===== config.mk =====
export PLATFORM = sky130hd
export DESIGN_NAME = otg_oneshot_timer
export DESIGN_NICKNAME = d
export VERILOG_FILES = /design/src/rtl/otg_tmr_pkg.sv /design/src/rtl/otg_tmr_reg.sv /design/src/rtl/otg_tmr_cnt.sv /design/src/rtl/otg_oneshot_timer.sv
export SDC_FILE = /design/constraint.sdc
export NUM_CORES = 1
export LEC_CHECK = 0
export BUFFER_PORTS_ARGS = -buffer_cell sky130_fd_sc_hd__buf_4
export CAP_MARGIN = 15
export CELL_PAD_IN_SITES_DETAIL_PLACEMENT = 0
export CELL_PAD_IN_SITES_GLOBAL_PLACEMENT = 1
export CORE_MARGIN = 2
export CORE_UTILIZATION = 35
export CTS_CLUSTER_DIAMETER = 100
export DETAILED_ROUTE_END_ITERATION = 7
export GPL_TIMING_DRIVEN = 0
export PLACE_DENSITY = 0.75
export SYNTH_ARGS = -nofsm -noshare
export SYNTH_HDL_FRONTEND = slang
export SYNTH_SLANG_ARGS = --single-unit

===== constraint.sdc =====
create_clock -name clk -period 2.8 [get_ports clk]
set_input_delay 0.84 -clock clk [delete_from_list [all_inputs] [get_ports clk]]
set_output_delay 0.84 -clock clk [all_outputs]
set_load 0.03 [all_outputs]

===== src/rtl/otg_tmr_pkg.sv =====
package otg_tmr_pkg;
  localparam int TMR_DATA_W  = 32;
  localparam int TMR_CNT_W   = 27;
  localparam int TMR_ARM_BIT = 31;
endpackage


===== src/rtl/otg_tmr_reg.sv =====
module otg_tmr_reg #(
  parameter int DATA_W = 32
) (
  input  logic              clk,
  input  logic              rst_n,
  input  logic              wr_en,
  input  logic [DATA_W-1:0] wr_data,
  input  logic              clr,
  output logic [DATA_W-1:0] rd_data
);
  logic [DATA_W-1:0] word_q;
  logic [DATA_W-1:0] word_d;
  logic              word_ce;

  always_comb begin
    word_ce = wr_en | clr;
    word_d  = word_q;
    if (wr_en)      word_d = wr_data;
    else if (clr)   word_d = '0;
  end

  always_ff @(posedge clk or negedge rst_n) begin
    if (!rst_n)       word_q <= '0;
    else if (word_ce) word_q <= word_d;
  end

  assign rd_data = word_q;
endmodule


===== src/rtl/otg_tmr_cnt.sv =====
module otg_tmr_cnt #(
  parameter int CNT_W = 27
) (
  input  logic             clk,
  input  logic             rst_n,
  input  logic             load,
  input  logic             cancel,
  input  logic [CNT_W-1:0] load_val,
  input  logic             tick_en,
  output logic             expire,
  output logic             pulse_o
);
  localparam logic [CNT_W-1:0] CNT_ZERO = '0;
  localparam logic [CNT_W-1:0] CNT_ONE  = CNT_W'(1);

  logic             armed_q, armed_d;
  logic [CNT_W-1:0] cnt_q, cnt_d;
  logic             pulse_q, pulse_d;
  logic             step;
  logic             cnt_ce;

  always_comb begin
    step    = armed_q & tick_en & ~load & ~cancel;
    expire  = step & (cnt_q == CNT_ZERO);
    armed_d = armed_q;
    cnt_d   = cnt_q;
    if (load) begin
      armed_d = 1'b1;
      cnt_d   = load_val;
    end else if (cancel) begin
      armed_d = 1'b0;
    end else if (expire) begin
      armed_d = 1'b0;
    end else if (step) begin
      cnt_d   = cnt_q - CNT_ONE;
    end
    cnt_ce  = load | step;
    pulse_d = expire;
  end

  always_ff @(posedge clk or negedge rst_n) begin
    if (!rst_n) begin
      armed_q <= 1'b0;
      pulse_q <= 1'b0;
    end else begin
      armed_q <= armed_d;
      pulse_q <= pulse_d;
    end
  end

  always_ff @(posedge clk or negedge rst_n) begin
    if (!rst_n)      cnt_q <= '0;
    else if (cnt_ce) cnt_q <= cnt_d;
  end

  assign pulse_o = pulse_q;
endmodule


===== src/rtl/otg_oneshot_timer.sv =====
module otg_oneshot_timer
  import otg_tmr_pkg::*;
#(
  parameter int DATA_W  = TMR_DATA_W,
  parameter int CNT_W   = TMR_CNT_W,
  parameter int ARM_BIT = TMR_ARM_BIT
) (
  input  logic              clk,
  input  logic              rst_n,
  input  logic              wr_en,
  input  logic [DATA_W-1:0] wr_data,
  input  logic              tick_en,
  output logic [DATA_W-1:0] rd_data,
  output logic              timeout
);
  logic             arm_wr;
  logic             cancel_wr;
  logic             expire;
  logic [CNT_W-1:0] cnt_field;

  assign arm_wr    = wr_en &  wr_data[ARM_BIT];
  assign cancel_wr = wr_en & ~wr_data[ARM_BIT];
  assign cnt_field = wr_data[CNT_W-1:0];

  otg_tmr_reg #(.DATA_W(DATA_W)) u_reg (
    .clk     (clk),
    .rst_n   (rst_n),
    .wr_en   (wr_en),
    .wr_data (wr_data),
    .clr     (expire),
    .rd_data (rd_data)
  );

  otg_tmr_cnt #(.CNT_W(CNT_W)) u_cnt (
    .clk      (clk),
    .rst_n    (rst_n),
    .load     (arm_wr),
    .cancel   (cancel_wr),
    .load_val (cnt_field),
    .tick_en  (tick_en),
    .expire   (expire),
    .pulse_o  (timeout)
  );
endmodule


==> impl_metrics.yaml <==
timing:
  timing.fmax_mhz: 374
  layout_min_cycle_time_ns: 2.68
  hold_ws_ns: 0.505
  timing_max_transition_violations_final: 0
  clock_skew_after_layout_ns: 0.0106
  tightest_slew_ns: 0.797
  final.period_utilization_pct: 95.6
  timing.final.ws_setup_ns: 0.123
  relSlewSlack_pct: 46.9
  rsz0062_at_grt: "false"
  finalSetupViolations: 0
  hold_violations: 0
pwr:
  switch_share_pct: 28.6
  power-per-cell-area_nw_per_um2: 633
  net-switching-power_mw: 0.703
  power.static_leakage_nw: 1.73
  p_seq_share_pct: 42.7
  cellInternalPower_mw: 1.75
  irDropWorstVdd_uv: 255
  p_clk_share_pct: 40.0
  combinationalPowerShare_pct: 17.3
critical_path:
  crit_arrival_ns: 2.86
  crit_path_kind: "reg -> reg"
  startpoint: "u_cnt.cnt_q[11]"
  regToRegStartpoint: "u_cnt.cnt_q[11]"
  regToRegSetupSlack_ns: 0.12
  reg2reg_to: "u_cnt.cnt_q[17]"
  worstSetupStartpointType: "register"
  worst-r2r-cell-count: 7
  timing.critical_path.required_ns: 2.99
  critical_path.endpoint_type: "register"
  cp_max_fo: 10
  crit_end: "u_cnt.cnt_q[17]"
logic_synthesis:
  netlist_area_um2: 2970
  synthDistinctLibCells: 43
  synthesis.nets: 377
  synthesis.yosys.warnings: 0
  synth-seq-area-share_pct: 51.5
  avgSynthCellArea_um2: 8.72
  synth_async_sr_flop_share_pct: 100
  synthesis.instances: 340
  synth.ff_latch_count: 61
  dominantRegCellSynth: "sky130_fd_sc_hd__dfrtp_1"
  edff_count_synth: 0
cts:
  clock_latency_late_sink_ns: 0.34
  tritoncts_num_sinks: 61
  cts_inserted_buffers: 9
  post-cts-setup-buffers: 0
  cts_htree_levels: 3
  clk_pin_slew_worst_paths_ns: 0.08
  cts-root-to-sink-buffers: 2
  holdBufCountCts: 0
  tritoncts: "yes"
  clock_tree.root_cell: "sky130_fd_sc_hd__clkbuf_8"
outcome:
  outcome: "completed"
global_routing:
  grt_first_pass_wirelength_um: 13700
  grt_util_all_layers_pct: 19.8
  number_of_global_route_vias_before_repair: 2710
  maximum_number_of_pins_on_one_net_before_global_route_repair: 62
  overflow: 0
  antenna_found_initial: 0
layout:
  layout.cells.non_filler: 528
  layout-drive-gt1-share_pct: 22.9
  flow.area_growth_from_synthesis_pct: 30.9
  finish.net_count: 455
  finalCoreUtilization_pct: 47.3
  antenna_cells: 0
detailed_routing:
  routed_wl_um: 8740
  drc: 0
  count_of_vias_placed_by_the_detailed_router: 2812
  wire_per_inst_um: 16.5
  met2_wirelength_um: 4150
  drt_first_iter_violations: 217
  drt.antenna.violating_nets: 0
  drt_pass1_iterations: 5
  wl_met3_um: 342
  uppermost_layer_routed: "met4"
  route.detailed.vias_per_inst: 5.33
  wirelength_met1_um: 4110
placed_design:
  dp_cells: 513
  dpl.hpwl_um: 6020
  pre_cts_slack_ns: -0.112
  routabilityCongestion: 0.836
  port_buffers: 68
die:
  initial_utilization_pct: 36.1
  rows: 33
  design.die.area_um2: 9220
  placeableCoreArea_um2: 8220
  die_h_um: 96.0
  die_w_um: 96.0
  floorplan.io_pins: 69
worst_hold_path:
  hold_path.class: "reg -> reg"
job:
  maxCapViolCount: 0
## metrics by stage
step | total power [mW] | setup TNS (ns) | area, µm²
after CTS | 2.48 | 0 | 3870
after global routing | 2.57 | 0 | 3880
after global placement | 1.48 | -1.37 | 3610
after floorplan | 1.30 | 0 | 2970
final | 2.46 | 0 | 3880
after detailed placement | 1.49 | -2.58 | 3610
## logic make-up after synthesis
family          count (synthesis)  share of synthesized area (%)
compound gates                 97                           19.9
simple gates                  150                           23.5
fa+ha+maj                       1                          0.422
flops                          61                           51.5
buf+inv                        28                           3.67
mux                             3                           1.05
## cells in the final DEF (no fill, tap or decap), types with 2 or more instances in the layout
cell type / n
sky130_fd_sc_hd__dfrtp_1: 61
sky130_fd_sc_hd__clkbuf_8: 10
sky130_fd_sc_hd__a32o_1: 5
sky130_fd_sc_hd__clkbuf_2: 4
sky130_fd_sc_hd__a22oi_1: 4
sky130_fd_sc_hd__nor3_1: 13
sky130_fd_sc_hd__nor2_1: 19
sky130_fd_sc_hd__or3_1: 5
sky130_fd_sc_hd__bufinv_16: 3
sky130_fd_sc_hd__a311oi_1: 2
sky130_fd_sc_hd__o22ai_1: 4
sky130_fd_sc_hd__a21oi_1: 12
sky130_fd_sc_hd__a22o_1: 3
sky130_fd_sc_hd__nor4_1: 7
sky130_fd_sc_hd__o21ai_0: 52
sky130_fd_sc_hd__mux2i_1: 2
sky130_fd_sc_hd__a211oi_1: 2
sky130_fd_sc_hd__inv_1: 5
sky130_fd_sc_hd__nor3_2: 2
sky130_fd_sc_hd__clkbuf_1: 15
sky130_fd_sc_hd__nand2b_1: 2
sky130_fd_sc_hd__nand3b_1: 3
sky130_fd_sc_hd__and2_1: 3
sky130_fd_sc_hd__clkinvlp_4: 2
sky130_fd_sc_hd__buf_4: 69
sky130_fd_sc_hd__o21a_1: 2
sky130_fd_sc_hd__a31oi_1: 2
sky130_fd_sc_hd__nand3_1: 5
sky130_fd_sc_hd__o2bb2ai_1: 3
sky130_fd_sc_hd__nand2_1: 81
sky130_fd_sc_hd__or4_1: 2
## state kept, by name, summed over array words and instances, names as in the netlist
signal and flops:
u_cnt.pulse_o 1, u_cnt.armed_q 1, u_reg.rd_data 32, u_cnt.cnt_q 27
## layer usage
layer  track usage (%)  vias to the layer above
met1              27.2                     1359
met4              8.21                        0
met2              31.1                       75
met5                 0                        -
li1                  -                     1368
met3              2.82                       10
## Yosys cell counts (2+ instances only)
cell type	count	area share, %
sky130_fd_sc_hd__a32o_1	5	1.7
sky130_fd_sc_hd__buf_1	4	0.51
sky130_fd_sc_hd__nor2_1	19	2.4
sky130_fd_sc_hd__nand3b_1	3	0.76
sky130_fd_sc_hd__dfrtp_1	61	51
sky130_fd_sc_hd__nand2b_1	2	0.42
sky130_fd_sc_hd__nor3_1	15	2.5
sky130_fd_sc_hd__inv_1	5	0.63
sky130_fd_sc_hd__o21ai_0	52	8.8
sky130_fd_sc_hd__nand3_1	5	0.84
sky130_fd_sc_hd__clkbuf_1	16	2.0
sky130_fd_sc_hd__mux2i_1	2	0.68
sky130_fd_sc_hd__o21a_1	2	0.51
sky130_fd_sc_hd__o22ai_1	4	0.84
sky130_fd_sc_hd__buf_2	2	0.34
sky130_fd_sc_hd__nand2_1	81	10
sky130_fd_sc_hd__a211oi_1	2	0.51
sky130_fd_sc_hd__and2_1	3	0.63
sky130_fd_sc_hd__a21oi_1	12	2.0
sky130_fd_sc_hd__a22oi_1	4	1.0
sky130_fd_sc_hd__a22o_1	3	0.89
sky130_fd_sc_hd__o2bb2ai_1	3	0.89
sky130_fd_sc_hd__a31oi_1	2	0.42
sky130_fd_sc_hd__nor4_1	8	1.7
sky130_fd_sc_hd__or3_1	5	1.1
sky130_fd_sc_hd__or4_1	2	0.51
sky130_fd_sc_hd__a311oi_1	2	0.59
## worst max-delay path, stage by stage (launching register included)
cell                      delay (ns)
sky130_fd_sc_hd__dfrtp_1        0.42
sky130_fd_sc_hd__or4_4          0.56
sky130_fd_sc_hd__or3_4          0.40
sky130_fd_sc_hd__or4_1          0.50
sky130_fd_sc_hd__buf_2          0.21
sky130_fd_sc_hd__buf_4          0.21
sky130_fd_sc_hd__o21ai_0        0.12
sky130_fd_sc_hd__a22oi_1        0.10
## timing repair
action                                  CTS  global route
endpoints found under the setup margin    4            48
resized for setup                         3             6
pin swaps                                 0             1
## final cells by class
type	instances	area, µm²
buffer	22	92.6
tap	105	131
inverter	5	18.8
multi-input combinational	251	1360
clock inverter	6	110
sequential	61	1530
fill	819	4330
clock buffer	10	138
timing repair buffer	68	510
## power groups by stage
stage	sequential, mW	clock, mW	combinational, mW
after floorplan	1.13	0	0.164
after global placement	1.06	0	0.420
after detailed placement	1.06	0	0.428
after CTS	1.05	1.00	0.430
after global routing	1.06	1.03	0.470
final	1.05	0.983	0.425
## how the worst min path moves through the flow
stage	from	cells past startpoint	endpoint	slack (ns)
floorplan	u_cnt.cnt_q[12]	1	u_cnt.cnt_q[12]	0.46
global placement	u_cnt.cnt_q[12]	1	u_cnt.cnt_q[12]	0.48
detailed placement	u_cnt.cnt_q[12]	1	u_cnt.cnt_q[12]	0.48
CTS	u_cnt.cnt_q[12]	1	u_cnt.cnt_q[12]	0.50
global route	u_cnt.cnt_q[12]	1	u_cnt.cnt_q[12]	0.52
finish	u_cnt.cnt_q[12]	1	u_cnt.cnt_q[12]	0.50
No activity file was read; power rests on OpenSTA's default activity.
